## src/rtl/xl_pkg.sv

```systemverilog
package xl_pkg;

    localparam int OFFS_W     = 12;
    localparam int VPN_W      = 4;
    localparam int PPN_W      = 5;
    localparam int TLB_N      = 4;
    localparam int FIRST_FREE = 13;

    localparam int AGE_W  = $clog2(TLB_N + 1);
    localparam int TIDX_W = $clog2(TLB_N);
    localparam int PT_N   = 1 << VPN_W;
    localparam int VA_W   = VPN_W + OFFS_W;
    localparam int PA_W   = PPN_W + OFFS_W;

    typedef enum logic [1:0] {
        RC_HIT   = 2'b00,
        RC_TABLE = 2'b01,
        RC_FAULT = 2'b10
    } rcode_e;

    typedef struct packed {
        logic             valid;
        logic [VPN_W-1:0] tag;
        logic [PPN_W-1:0] ppn;
        logic [AGE_W-1:0] age;
    } tlbe_t;

    typedef struct packed {
        logic             valid;
        logic [PPN_W-1:0] ppn;
    } pte_t;

    // Age of one entry after the entry holding age 'pivot' is promoted.
    function automatic logic [AGE_W-1:0] age_after(
        input logic [AGE_W-1:0] cur,
        input logic [AGE_W-1:0] pivot,
        input logic             is_target
    );
        if (is_target)
            return AGE_W'(TLB_N);
        else if (cur > pivot)
            return cur - AGE_W'(1);
        else
            return cur;
    endfunction

endpackage

```

## src/rtl/xl_tlb.sv

```systemverilog
module xl_tlb
    import xl_pkg::*;
(
    input  logic              clk,
    input  logic              rst,
    input  logic [VPN_W-1:0]  lk_vpn,
    output logic              lk_hit,
    output logic [PPN_W-1:0]  lk_ppn,
    input  logic              touch_en,
    input  logic              fill_en,
    input  logic [VPN_W-1:0]  fill_vpn,
    input  logic [PPN_W-1:0]  fill_ppn,
    input  logic              init_we,
    input  logic [TIDX_W-1:0] init_idx,
    input  tlbe_t             init_ent,
    input  logic [TIDX_W-1:0] peek_idx,
    output tlbe_t             peek_ent
);

    tlbe_t ent [TLB_N];

    logic [TLB_N-1:0]  match;
    logic [TIDX_W-1:0] hit_idx;
    logic [TIDX_W-1:0] vic_idx;
    logic [TIDX_W-1:0] upd_idx;
    logic [AGE_W-1:0]  pivot;
    logic              upd_en;

    genvar g;
    generate
        for (g = 0; g < TLB_N; g++) begin : g_cmp
            assign match[g] = ent[g].valid && (ent[g].tag == lk_vpn);
        end
    endgenerate

    always_comb begin
        hit_idx = '0;
        for (int i = TLB_N - 1; i >= 0; i--)
            if (match[i]) hit_idx = TIDX_W'(i);
    end

    assign lk_hit = |match;
    assign lk_ppn = ent[hit_idx].ppn;

    // Victim: lowest-index invalid entry, otherwise the oldest one.
    always_comb begin
        logic             found;
        logic [AGE_W-1:0] best;
        found   = 1'b0;
        best    = '1;
        vic_idx = '0;
        for (int i = 0; i < TLB_N; i++) begin
            if (!found && !ent[i].valid) begin
                found   = 1'b1;
                vic_idx = TIDX_W'(i);
            end
        end
        if (!found) begin
            for (int i = 0; i < TLB_N; i++) begin
                if (ent[i].age < best) begin
                    best    = ent[i].age;
                    vic_idx = TIDX_W'(i);
                end
            end
        end
    end

    assign upd_en  = touch_en || fill_en;
    assign upd_idx = fill_en ? vic_idx : hit_idx;
    assign pivot   = ent[upd_idx].age;

    always_ff @(posedge clk) begin
        if (rst) begin
            for (int i = 0; i < TLB_N; i++) begin
                ent[i].valid <= 1'b0;
                ent[i].tag   <= '0;
                ent[i].ppn   <= '0;
                ent[i].age   <= AGE_W'(i + 1);
            end
        end else if (init_we) begin
            ent[init_idx] <= init_ent;
        end else if (upd_en) begin
            for (int i = 0; i < TLB_N; i++) begin
                ent[i].age <= age_after(ent[i].age, pivot, upd_idx == TIDX_W'(i));
                if (fill_en && vic_idx == TIDX_W'(i)) begin
                    ent[i].valid <= 1'b1;
                    ent[i].tag   <= fill_vpn;
                    ent[i].ppn   <= fill_ppn;
                end
            end
        end
    end

    assign peek_ent = ent[peek_idx];

endmodule

```

## src/rtl/xl_ptab.sv

```systemverilog
module xl_ptab
    import xl_pkg::*;
(
    input  logic             clk,
    input  logic             rst,
    input  logic [VPN_W-1:0] rd_vpn,
    output pte_t             rd_ent,
    input  logic             alloc_en,
    output logic [PPN_W-1:0] alloc_ppn,
    input  logic             init_we,
    input  logic [VPN_W-1:0] init_idx,
    input  pte_t             init_ent,
    input  logic [VPN_W-1:0] peek_idx,
    output pte_t             peek_ent
);

    pte_t             slot [PT_N];
    logic [PPN_W-1:0] next_free;

    assign rd_ent    = slot[rd_vpn];
    assign alloc_ppn = next_free;
    assign peek_ent  = slot[peek_idx];

    always_ff @(posedge clk) begin
        if (rst) begin
            for (int i = 0; i < PT_N; i++)
                slot[i] <= '0;
            next_free <= PPN_W'(FIRST_FREE);
        end else if (init_we) begin
            slot[init_idx] <= init_ent;
        end else if (alloc_en) begin
            slot[rd_vpn] <= '{valid: 1'b1, ppn: next_free};
            next_free    <= next_free + PPN_W'(1);
        end
    end

endmodule

```

## src/rtl/xl_ctrl.sv

```systemverilog
module xl_ctrl
    import xl_pkg::*;
(
    input  logic             clk,
    input  logic             rst,
    input  logic             req_valid,
    input  logic [VA_W-1:0]  req_va,
    output logic             ready,
    output logic [VPN_W-1:0] lk_vpn,
    input  logic             lk_hit,
    input  logic [PPN_W-1:0] lk_ppn,
    output logic             touch_en,
    output logic             fill_en,
    output logic [VPN_W-1:0] fill_vpn,
    output logic [PPN_W-1:0] fill_ppn,
    input  pte_t             pte,
    input  logic [PPN_W-1:0] alloc_ppn,
    output logic             alloc_en,
    output logic             resp_valid,
    output rcode_e           resp_code,
    output logic [PA_W-1:0]  resp_pa
);

    typedef enum logic {ST_IDLE, ST_WALK} state_e;

    state_e            state;
    logic [VPN_W-1:0]  w_vpn;
    logic [OFFS_W-1:0] w_off;
    logic              accept;

    assign ready    = (state == ST_IDLE);
    assign accept   = req_valid && ready;
    assign lk_vpn   = ready ? req_va[VA_W-1:OFFS_W] : w_vpn;
    assign touch_en = accept && lk_hit;
    assign fill_en  = (state == ST_WALK);
    assign fill_vpn = w_vpn;
    assign fill_ppn = pte.valid ? pte.ppn : alloc_ppn;
    assign alloc_en = fill_en && !pte.valid;

    always_ff @(posedge clk) begin
        if (rst) begin
            state      <= ST_IDLE;
            w_vpn      <= '0;
            w_off      <= '0;
            resp_valid <= 1'b0;
            resp_code  <= RC_HIT;
            resp_pa    <= '0;
        end else begin
            resp_valid <= 1'b0;
            case (state)
                ST_IDLE: begin
                    if (accept) begin
                        if (lk_hit) begin
                            resp_valid <= 1'b1;
                            resp_code  <= RC_HIT;
                            resp_pa    <= {lk_ppn, req_va[OFFS_W-1:0]};
                        end else begin
                            w_vpn <= req_va[VA_W-1:OFFS_W];
                            w_off <= req_va[OFFS_W-1:0];
                            state <= ST_WALK;
                        end
                    end
                end
                ST_WALK: begin
                    resp_valid <= 1'b1;
                    resp_code  <= pte.valid ? RC_TABLE : RC_FAULT;
                    resp_pa    <= {fill_ppn, w_off};
                    state      <= ST_IDLE;
                end
                default: state <= ST_IDLE;
            endcase
        end
    end

endmodule

```

## src/rtl/vmem_xlate.sv

```systemverilog
module vmem_xlate
    import xl_pkg::*;
(
    input  logic              clk,
    input  logic              rst,
    input  logic              req_valid,
    input  logic [VA_W-1:0]   req_va,
    output logic              ready,
    output logic              resp_valid,
    output logic [1:0]        resp_code,
    output logic [PA_W-1:0]   resp_pa,
    input  logic              init_tlb_we,
    input  logic [TIDX_W-1:0] init_tlb_idx,
    input  logic              init_tlb_valid,
    input  logic [VPN_W-1:0]  init_tlb_tag,
    input  logic [PPN_W-1:0]  init_tlb_ppn,
    input  logic [AGE_W-1:0]  init_tlb_age,
    input  logic              init_pt_we,
    input  logic [VPN_W-1:0]  init_pt_idx,
    input  logic              init_pt_valid,
    input  logic [PPN_W-1:0]  init_pt_ppn,
    input  logic [TIDX_W-1:0] peek_tlb_idx,
    output logic              peek_tlb_valid,
    output logic [VPN_W-1:0]  peek_tlb_tag,
    output logic [PPN_W-1:0]  peek_tlb_ppn,
    output logic [AGE_W-1:0]  peek_tlb_age,
    input  logic [VPN_W-1:0]  peek_pt_idx,
    output logic              peek_pt_valid,
    output logic [PPN_W-1:0]  peek_pt_ppn
);

    logic [VPN_W-1:0] lk_vpn;
    logic             lk_hit;
    logic [PPN_W-1:0] lk_ppn;
    logic             touch_en;
    logic             fill_en;
    logic [VPN_W-1:0] fill_vpn;
    logic [PPN_W-1:0] fill_ppn;
    logic             alloc_en;
    logic [PPN_W-1:0] alloc_ppn;
    pte_t             pte;
    rcode_e           code;
    tlbe_t            tlb_init_ent;
    tlbe_t            tlb_peek_ent;
    pte_t             pt_init_ent;
    pte_t             pt_peek_ent;

    assign tlb_init_ent = '{valid: init_tlb_valid, tag: init_tlb_tag,
                            ppn: init_tlb_ppn, age: init_tlb_age};
    assign pt_init_ent  = '{valid: init_pt_valid, ppn: init_pt_ppn};

    xl_ctrl u_ctrl (
        .clk        (clk),
        .rst        (rst),
        .req_valid  (req_valid),
        .req_va     (req_va),
        .ready      (ready),
        .lk_vpn     (lk_vpn),
        .lk_hit     (lk_hit),
        .lk_ppn     (lk_ppn),
        .touch_en   (touch_en),
        .fill_en    (fill_en),
        .fill_vpn   (fill_vpn),
        .fill_ppn   (fill_ppn),
        .pte        (pte),
        .alloc_ppn  (alloc_ppn),
        .alloc_en   (alloc_en),
        .resp_valid (resp_valid),
        .resp_code  (code),
        .resp_pa    (resp_pa)
    );

    xl_tlb u_tlb (
        .clk      (clk),
        .rst      (rst),
        .lk_vpn   (lk_vpn),
        .lk_hit   (lk_hit),
        .lk_ppn   (lk_ppn),
        .touch_en (touch_en),
        .fill_en  (fill_en),
        .fill_vpn (fill_vpn),
        .fill_ppn (fill_ppn),
        .init_we  (init_tlb_we),
        .init_idx (init_tlb_idx),
        .init_ent (tlb_init_ent),
        .peek_idx (peek_tlb_idx),
        .peek_ent (tlb_peek_ent)
    );

    xl_ptab u_ptab (
        .clk       (clk),
        .rst       (rst),
        .rd_vpn    (fill_vpn),
        .rd_ent    (pte),
        .alloc_en  (alloc_en),
        .alloc_ppn (alloc_ppn),
        .init_we   (init_pt_we),
        .init_idx  (init_pt_idx),
        .init_ent  (pt_init_ent),
        .peek_idx  (peek_pt_idx),
        .peek_ent  (pt_peek_ent)
    );

    assign resp_code      = code;
    assign peek_tlb_valid = tlb_peek_ent.valid;
    assign peek_tlb_tag   = tlb_peek_ent.tag;
    assign peek_tlb_ppn   = tlb_peek_ent.ppn;
    assign peek_tlb_age   = tlb_peek_ent.age;
    assign peek_pt_valid  = pt_peek_ent.valid;
    assign peek_pt_ppn    = pt_peek_ent.ppn;

endmodule

```

## config.mk

```make
export PLATFORM = sky130hd
export DESIGN_NAME = vmem_xlate
export DESIGN_NICKNAME = d
export VERILOG_FILES = /design/src/rtl/xl_pkg.sv /design/src/rtl/xl_tlb.sv /design/src/rtl/xl_ptab.sv /design/src/rtl/xl_ctrl.sv /design/src/rtl/vmem_xlate.sv
export SDC_FILE = /design/constraint.sdc
export NUM_CORES = 1
export LEC_CHECK = 0
export BUFFER_PORTS_ARGS = -buffer_cell sky130_fd_sc_hd__buf_2
export CORE_MARGIN = 2
export CORE_UTILIZATION = 45
export DETAILED_ROUTE_END_ITERATION = 6
export GPL_TIMING_DRIVEN = 1
export PLACE_DENSITY = 0.73
export REMOVE_ABC_BUFFERS = 1
export SLEW_MARGIN = 20
export SYNTH_ARGS = -nofsm -noshare
export SYNTH_HDL_FRONTEND = slang
export SYNTH_SLANG_ARGS = --single-unit
```

## constraint.sdc

```tcl
create_clock -name clk -period 6.6 [get_ports clk]
set_clock_uncertainty 0.15 [all_clocks]
set_input_delay 1.32 -clock clk [delete_from_list [all_inputs] [get_ports clk]]
set_output_delay 1.32 -clock clk [all_outputs]
set_load 0.02 [all_outputs]
```

Yosys cells after proc, flatten, opt, wreduce, memory -nomap -nowiden
Memories as Yosys holds them, arrays and structs flattened. A register that Yosys moved wholly into a read port is not among the register bits.
Index checks and enable logic that the tools add are counted.
{ "word_totals": {"ff_bits": 42, "ram_bits": 148, "inputBits": 52, "memories": 2} }
{ "classes": {"addsub": 5, "order_cmp": 8, "eq_ne": 12, "muxes": 121, "bitwise": 19, "n_reduce_logical": 30} }
{ "memory_table": {"columns": ["name", "depth", "word_bits", "rd", "rd_ports_with_merged_regs", "write_ports", "line", "rtl"], "rows": [
  ["u_ptab.slot", 16, 6, 2, 1, 16, "xl_ptab.sv:17", "pte_t slot [PT_N];"],
  ["u_tlb.ent", 4, 13, 7, 0, 4, "xl_tlb.sv:20", "tlbe_t ent [TLB_N];"]
]} }
{ "ops": {"columns": ["operator", "n"], "rows": [
  ["$mux W3", 30],
  ["$mux W1", 51],
  ["$mux W4", 10],
  ["$mux W17", 2],
  ["$pmux W17 S2", 1],
  ["$mux W2", 16],
  ["$mux W5", 5],
  ["$eq A4 B4 Y1", 4],
  ["$or A1 B1 Y1", 16],
  ["$logic_and A1 B1 Y1", 14],
  ["$mux W13", 1],
  ["$reduce_or A13 Y1", 1],
  ["$gt A3 B3 Y1", 4],
  ["$mux W6", 2],
  ["$reduce_or A6 Y1", 2],
  ["$sub A3 B1 Y3 const B", 4],
  ["$lt A3 B3 Y1", 3],
  ["$eq A2 B2 Y1 const B", 4],
  ["$logic_not A1 Y1", 6],
  ["$add A5 B1 Y5 const B", 1],
  ["$eq A2 B1 Y1 const B", 2],
  ["$logic_not A2 Y1", 2],
  ["$ne A2 B2 Y1 const B", 2],
  ["$pmux W1 S2", 2],
  ["other kinds (7)", 10]
]} }

Logic depth before layout (Yosys ltp)
Gate-level depths: netlist of run 1.
An unclocked memory read counts as a cell.
{ "depth": {"ltp_word": 30, "ltp_mapped": 26, "ltp_nobuf": 25} }

Modules after synthesis
Synthesis of run 1 repeated with hierarchy kept, for this count alone.
{ "hier_totals": {"hier_cells": 983, "hier_area_um2": 11016.8} }
{ "modules_own_cells": {"columns": ["mod", "instances", "cells_per_inst", "area_per_inst_um2", "seq_area_each_um2"], "rows": [
  ["xl_ptab", 1, 403, 5400.2, 2982.9],
  ["xl_tlb", 1, 389, 4030.1, 1541.5],
  ["xl_ctrl", 1, 191, 1586.5, 740.7]
]} }

Worst setup path before layout of run 1
No wires, ideal clock.
{ "synth_path": {"path_type": "register -> register", "from": "memory u_tlb.ent[0][2] in the netlist's numbering", "to": "memory u_tlb.ent[3][0] in the netlist's numbering (enable)", "setup_ns": 0.252, "t_arrival_ns": 4.748, "t_required_ns": 6.198, "path_slack_ns": 1.450, "stages_incl_launch_ff": 26, "n_path_buf": 2, "period_less_slack_ns": 5.150, "cell_sequence": "edfxtp_1 > clkbuf_1 > ha_1 > nor2b_1 > o22ai_1 > ha_1 > nor2_1 > o21bai_1 > nand2_1 > nor2_1 > a21oi_1 > ha_1 > nor3_1 > o31ai_1 > o2111a_1 > o221ai_1 > or2_1 > buf_2 > nor2_1 > a211oi_1 > a21oi_1 > ha_1 > nor2_1 > maj3_1 > a2111o_1 > and2_1"} }
{ "synth_rtl": {"columns": ["item", "line"], "rows": [
  ["from (decl)", "xl_tlb.sv:20"]
]} }

==> results.py, run 1 <==
metrics = {
    "layout": {
        "drive_gt1_share_pct": 24.72,
        "synthToLayoutAreaGrowth_pct": 12.72,
        "fill_cells": 1987,
        "multiInputGateArea_um2": 5122,
        "fin_nets": 1038,
        "seqCellArea_um2": 5348,
    },
    "detailed_routing": {
        "vias": 8019,
        "wl_per_cell_um": 22.33,
        "vias_per_cell": 6.150,
        "drc": 0,
        "drt-total-wl_mm": 29.12,
        "ant_nets": 0,
        "drt-pass1-iter-count": 5,
        "drt_iter0_markers": 954,
    },
    "cts": {
        "clkSlewWorstSetupHoldPaths_ns": 0.09,
        "clockBufferDepth": 2,
        "post_cts_resized": 0,
        "clock-sinks": 194,
        "cts_root_buffer": "clkbuf_16",
        "clk_latency_ns": 0.44,
        "numCtsBuffers": 17,
        "cts_setup_buffers": 0,
        "cts_tree": "built",
        "htree_levels": 4,
        "holdBufCountCts": 0,
    },
    "global_routing": {
        "grt_pass1_wl_mm": 43.90,
        "top_usage_layer": "met2",
        "use_met1_pct": 30.28,
        "met2_usage_pct": 39.27,
        "antenna_found_initial": 3,
        "grt_start_max_net_pins": 34,
        "grt.overflow.total": 0,
        "grt_util_met3_pct": 4.518,
        "grt_pass1_vias": 7697,
        "grt_util_all_layers_pct": 23.52,
    },
    "floorplan": {
        "core_area_um2": 23470,
        "ios": 92,
        "dieHeight_um": 158.6,
        "die_w_um": 158.6,
        "rows": 56,
        "initial_utilization_pct": 45.84,
        "dieArea_um2": 25160,
    },
    "timing": {
        "hold_viol_final": 0,
        "setup_violations": 0,
        "max-slew-margin-rel_pct": 28.78,
        "finalSetupTns_ns": 0,
        "period_needed_ns": 5.709,
        "rsz0062_at_grt": "no",
        "worstMarginPinSlew_ns": 1.068,
        "max_freq_ghz": 0.1752,
        "slew_viol_final": 0,
        "fin_crit_sh_pct": 86.50,
    },
    "hold_path": {
        "worst_hold_path.endpoint": "u_ctrl.resp_pa[0]",
        "min_path_type": "reg2reg",
        "hp-start": "u_ctrl.w_off[0]",
        "holdPathStages": 2,
    },
    "yosys": {
        "synth.most_common_cell": "nor2_1",
        "ys.flop_type": "edfxtp_1",
        "avgSynthCellArea_um2": 11.91,
        "synth_edf_count": 146,
        "synth_cell_types": 72,
        "yosys.area.top_type": "edfxtp_1",
        "synth_commonest_cells": "nor2_1 (182), edfxtp_1 (146), mux4_2 (72), nand2_1 (61), mux2i_1 (50)",
        "synthArstFlopShare_pct": 0,
        "netlist_top_cells_area": "edfxtp_1 (41%), mux4_2 (15%), dfxtp_1 (8.9%), nor2_1 (6.3%), mux2i_1 (4.7%)",
        "synth_top_area_share_pct": 40.75,
        "syn_inst": 903,
        "ys_ff_latch": 194,
        "syn-cell-area_um2": 10760,
        "yosys_warnings": 0,
        "yosysSeqAreaShare_pct": 49.68,
    },
    "pwr": {
        "pwr-share-seq_pct": 48.3,
        "worst_ir_drop_vdd_mv": 0.1655,
        "total_power_mw": 2.987,
        "cell_internal_pwr_mw": 2.098,
        "power_switching_mw": 0.8886,
        "p_leak_nw": 4.683,
        "combPwrFrac_pct": 16.3,
        "switching_share_pct": 29.75,
        "clock_power_share_pct": 35.4,
        "power.density_nw_per_um2": 246.3,
    },
    "run_status": {
        "outcome": "completed",
    },
    "placed_design": {
        "hpwl_mm": 20.53,
        "port_buffers": 91,
        "gp_congestion": 0.9337,
    },
    "setup_path": {
        "end_kind": "flop",
        "cp.arrival_ns": 5.68,
        "reg2reg_to": "u_tlb.ent[0][1]",
        "regToRegSetupSlack_ns": 0.89,
        "r2r_start": "u_tlb.ent[1][2]",
        "criticalPathCategory": "reg2reg",
        "start_kind": "flop",
        "critical_path_required_ns": 6.58,
        "critPathMaxFanout": 12,
        "rr_worst_depth": 23,
    },
    "run": {
        "cap_violations": 0,
    },
}
## critical path: stages (launching register included)
cell and delay [ns]:
edfxtp_1 0.52, ha_1 0.40, nor2b_1 0.18, o22ai_1 0.12
ha_1 0.31, nor2_1 0.04, o21bai_1 0.33, nand2_1 0.12
nor2_1 0.11, a21oi_1 0.05, ha_1 0.20, nor3_1 0.13
o31ai_1 0.09, o2111a_1 0.30, o221ai_1 0.35, or2_1 0.38
a21oi_1 0.12, a21oi_1 0.36, ha_1 0.30, nor2_1 0.14
a21oi_1 0.05, nor3_1 0.16, o22ai_1 0.12, a31oi_1 0.34
## metrics by stage
step | setup WS [ns] | util [%] | hold slack, ns | instances | cell area (um2)
floorplan | 1.490 | - | 0.3042 | 844 | 10510
global placement | 1.139 | 49.04 | 0.3108 | 1270 | 11510
detailed placement | 1.012 | 49.04 | 0.3297 | 1270 | 11510
CTS | 0.9929 | 51.64 | 0.3453 | 1302 | 12120
global route | 0.4435 | 51.67 | 0.3687 | 1304 | 12130
finish | 0.8912 | 51.67 | 0.3408 | 1304 | 12130
## registers in the layout, indices dropped and copies added, names as in the netlist, named ones only
signal and count:
u_ptab.alloc_ppn 5, u_ctrl.fill_vpn 4, u_ctrl.fill_en 1, u_ctrl.resp_valid 1
u_tlb.ent 52, u_ctrl.resp_pa 17, u_ctrl.w_off 12, u_ctrl.resp_code 2
u_ptab.slot 96
## final cells by class
class | instances | share of cell area (%)
Inverter | 18 | 0.5571
Sequential cell | 194 | 44.09
Timing Repair Buffer | 107 | 4.746
Clock buffer | 17 | 3.508
Clock inverter | 15 | 1.527
Antenna cell | 2 | 0.04127
Tap cell | 319 | 3.291
Multi-Input combinational cell | 632 | 42.24
## worst max-delay path by stage
stage	startpoint	end	slack [ns]	cells past startpoint
after floorplan	u_tlb.ent[1][2]	u_tlb.ent[3][0]	1.49	23
after detailed placement	u_tlb.ent[1][2]	u_tlb.ent[0][1]	1.01	23
after global placement	u_tlb.ent[1][2]	u_tlb.ent[3][0]	1.14	23
after CTS	u_tlb.ent[1][2]	u_tlb.ent[3][1]	0.99	23
after global routing	u_tlb.ent[1][2]	u_tlb.ent[0][1]	0.44	23
final	u_tlb.ent[1][2]	u_tlb.ent[0][1]	0.89	23
## cells in the final DEF (no fill, tap or decap), types with 5 or more instances in the layout
cell	synthesis	final
a22o_1	17	17
nor2b_1	5	5
nand2b_1	9	9
nor2_1	182	182
a21oi_1	28	28
nand2_1	61	61
nand3_1	20	20
edfxtp_1	146	146
clkinv_8	0	6
dfxtp_1	48	46
o21a_1	5	5
mux2i_1	50	50
nand4_1	5	5
o22ai_1	6	6
inv_1	15	15
nor3_1	10	9
buf_2	9	91
clkbuf_16	0	17
xor2_1	12	12
buf_4	1	16
mux4_2	72	72
a211oi_1	20	20
ha_1	16	16
o21ai_0	20	20
xnor2_1	7	7
mux2_2	8	8
a21o_1	11	11
## power by group through the flow
| stage | Clock [mW] | Combinational [mW] | Sequential [mW] |
|---|---|---|---|
| 6_report | 1.06 | 0.487 | 1.44 |
| 4_1_cts | 1.06 | 0.484 | 1.44 |
| 3_3_place_gp | 0 | 0.473 | 1.46 |
| 2_1_floorplan | 0 | 0.306 | 1.46 |
| 3_5_place_dp | 0 | 0.481 | 1.47 |
| 5_1_grt | 1.11 | 0.522 | 1.45 |
## routing by layer
layer	vias up	part of all wire, %
li1	3550	-
met1	3968	38
met2	440	50
met3	59	8.9
met4	2	2.7
met5	-	0.045
## cells by family after synthesis
family | share of synthesized area, %
AO/OA/AOI/OAI | 9.292
XOR/XNOR | 1.547
multiplexers | 21.46
adder cells (fa/ha/maj) | 2.047
buffers and inverters | 2.977
flip-flops | 49.68
AND/OR/NAND/NOR | 13.00
(Power assumes the default switching activity.)
==> inputs of run 2 (changes only) <==
--- a/config.mk
+++ b/config.mk
@@ -8,6 +8,7 @@
 export BUFFER_PORTS_ARGS = -buffer_cell sky130_fd_sc_hd__buf_2
 export CORE_MARGIN = 2
 export CORE_UTILIZATION = 45
+export CTS_BUF_LIST = sky130_fd_sc_hd__clkbuf_2 sky130_fd_sc_hd__clkbuf_4 sky130_fd_sc_hd__clkbuf_8
 export DETAILED_ROUTE_END_ITERATION = 6
 export GPL_TIMING_DRIVEN = 1
 export PLACE_DENSITY = 0.73
==> run 2 against run 1 <==
- sequential share of layout area increased by 0.70 points
- combinational power about the same
- final area decreased by 1.6%
- critical path depth unchanged
- flip-flop and latch count unchanged
- maximum frequency about the same
- setup slack got worse by 0.0044 ns
- count of clock-buffer cells in the layout unchanged
- first-iteration DRC count decreased by 2.1%
- global-route usage decreased by 0.29 points
==> results.py, run 2 (synthesis results as in run 1) <==
metrics = {
    "run_status": {
        "outcome": "completed",
    },
    "detailed_routing": {
        "drt_iter0_markers": 934,
        "ant_nets": 0,
        "vias_per_cell": 6.117,
        "vias": 7977,
        "drt-pass1-iter-count": 5,
        "wl_per_cell_um": 22.13,
        "drt-total-wl_mm": 28.86,
        "drc": 0,
    },
    "cts": {
        "numCtsBuffers": 17,
        "cts_tree": "built",
        "clockBufferDepth": 2,
        "htree_levels": 4,
        "clkSlewWorstSetupHoldPaths_ns": 0.13,
        "clk_latency_ns": 0.48,
        "clock-sinks": 194,
        "holdBufCountCts": 0,
        "cts_root_buffer": "clkbuf_8",
        "post_cts_resized": 0,
        "cts_setup_buffers": 0,
    },
    "floorplan": {
        "dieArea_um2": 25160,
        "ios": 92,
        "dieHeight_um": 158.6,
        "die_w_um": 158.6,
        "initial_utilization_pct": 45.84,
        "rows": 56,
        "core_area_um2": 23470,
    },
    "timing": {
        "hold_viol_final": 0,
        "period_needed_ns": 5.713,
        "setup_violations": 0,
        "finalSetupTns_ns": 0,
        "worstMarginPinSlew_ns": 1.091,
        "rsz0062_at_grt": "no",
        "max_freq_ghz": 0.1750,
        "slew_viol_final": 0,
        "hold_slack_ns": 0.3459,
        "fin_crit_sh_pct": 86.56,
        "max-slew-margin-rel_pct": 27.25,
    },
    "setup_path": {
        "crit_family": "compound AO/OA/AOI/OAI gates",
        "cp.arrival_ns": 5.75,
        "critPathLaunch": "u_tlb.ent[1][2]",
        "reg2reg_to": "u_tlb.ent[3][2]",
        "start_kind": "flop",
        "critical_path_required_ns": 6.64,
        "criticalPathCategory": "reg2reg",
        "rr_worst_depth": 23,
        "end_kind": "flop",
        "regToRegSetupSlack_ns": 0.89,
        "worst_path_max_delay_cell": "edfxtp_1",
        "crit_chain": "ha_1, nor2b_1, o22ai_1, ha_1, nor2_1, o21bai_1, nand2_1, nor2_1, a21oi_1, ha_1, nor3_1, o31ai_1, o2111a_1, o221ai_1, or2_1, a21oi_1, a21oi_1, ha_1, nor2_1, nor2_1, nor4_1, a2111o_1, and2_1",
        "crit_end": "u_tlb.ent[3][2]",
        "r2r_start": "u_tlb.ent[1][2]",
        "critPathMaxFanout": 12,
        "crit_cells": 23,
        "slowest_delay_ns": 0.54,
        "path_buf_inv": 0,
    },
    "placed_design": {
        "port_buffers": 91,
        "hpwl_mm": 20.53,
        "place_area_um2": 11510,
        "dp_cells": 1270,
        "gp_congestion": 0.9337,
    },
    "layout": {
        "layout_commonest_cell": "nor2_1",
        "drive_gt1_share_pct": 24.62,
        "largest_reg_flops": 96,
        "regMostFlops": "u_ptab.slot",
        "fin_cells": 1304,
        "fin_nets": 1038,
        "reg_top3": "u_ptab.slot x96, u_tlb.ent x52, u_ctrl.resp_pa x17",
        "synthToLayoutAreaGrowth_pct": 10.93,
        "layout_common_cells": "nor2_1 (182), edfxtp_1 (146), buf_2 (91), mux4_2 (72), nand2_1 (61)",
        "final_area_um2": 11940,
    },
    "global_routing": {
        "antenna_found_initial": 4,
        "met2_usage_pct": 38.55,
        "grt_pass1_vias": 7673,
        "grt_pass1_wl_mm": 43.37,
        "grt.overflow.total": 0,
        "grt_util_met3_pct": 5.008,
        "top_usage_layer": "met2",
        "use_met1_pct": 29.70,
        "grt_start_max_net_pins": 34,
        "grt_util_all_layers_pct": 23.23,
    },
    "pwr": {
        "p_leak_nw": 4.595,
        "total_power_mw": 2.727,
        "power.density_nw_per_um2": 228.5,
        "worst_ir_drop_vdd_mv": 0.1206,
    },
    "run": {
        "cap_violations": 0,
    },
    "hold_path": {
        "min_path_type": "reg2reg",
    },
}
## run 2: power breakdown
part	internal, mW	switching [mW]	total [mW]
Sequential	1.38	0.0636	1.44
Clock	0.294	0.505	0.799
Combinational	0.203	0.283	0.486
## run 2: metrics by stage
stage	setup slack, ns	utilization, %
floorplan	1.490	-
global placement	1.139	49.04
detailed placement	1.012	49.04
CTS	0.9793	50.83
global route	0.4352	50.85
finish	0.8868	50.85
## run 2: metal layers
metal | vias up | wire length, um
li1 | 3545 | -
met1 | 3911 | 11090
met2 | 459 | 14220
met3 | 60 | 2714
met4 | 2 | 827
met5 | - | 13
## run 2: worst reg2reg max path, delay by kind of cell (launching register included)
kind / cells / cell delay, ns
compound gates: 9 / 1.86
fa+ha+maj: 4 / 1.20
flops: 1 / 0.54
simple gates: 10 / 1.65
## run 2: layout make-up
class	instances	area, um2
inverter	18	67.56
clock buffer	17	234.0
timing repair buffer	107	575.6
antenna	2	5.005
sequential	194	5346
tap	319	399.1
clock inverter	15	185.2
fill	2019	11540
multi-input combinational	632	5122
## run 2: worst min path at each step
| stage | from | to | slack [ns] | cells past startpoint |
|---|---|---|---|---|
| after global placement | u_ctrl.w_off[5] | u_ctrl.resp_pa[5] | 0.31 | 2 |
| after floorplan | u_ctrl.w_off[0] | u_ctrl.resp_pa[0] | 0.30 | 2 |
| final | u_ctrl.w_off[2] | u_ctrl.resp_pa[2] | 0.35 | 2 |
| after detailed placement | u_ctrl.w_off[5] | u_ctrl.resp_pa[5] | 0.33 | 2 |
| after global routing | u_ctrl.w_off[2] | u_ctrl.resp_pa[2] | 0.38 | 2 |
| after CTS | u_ctrl.w_off[2] | u_ctrl.resp_pa[2] | 0.35 | 2 |
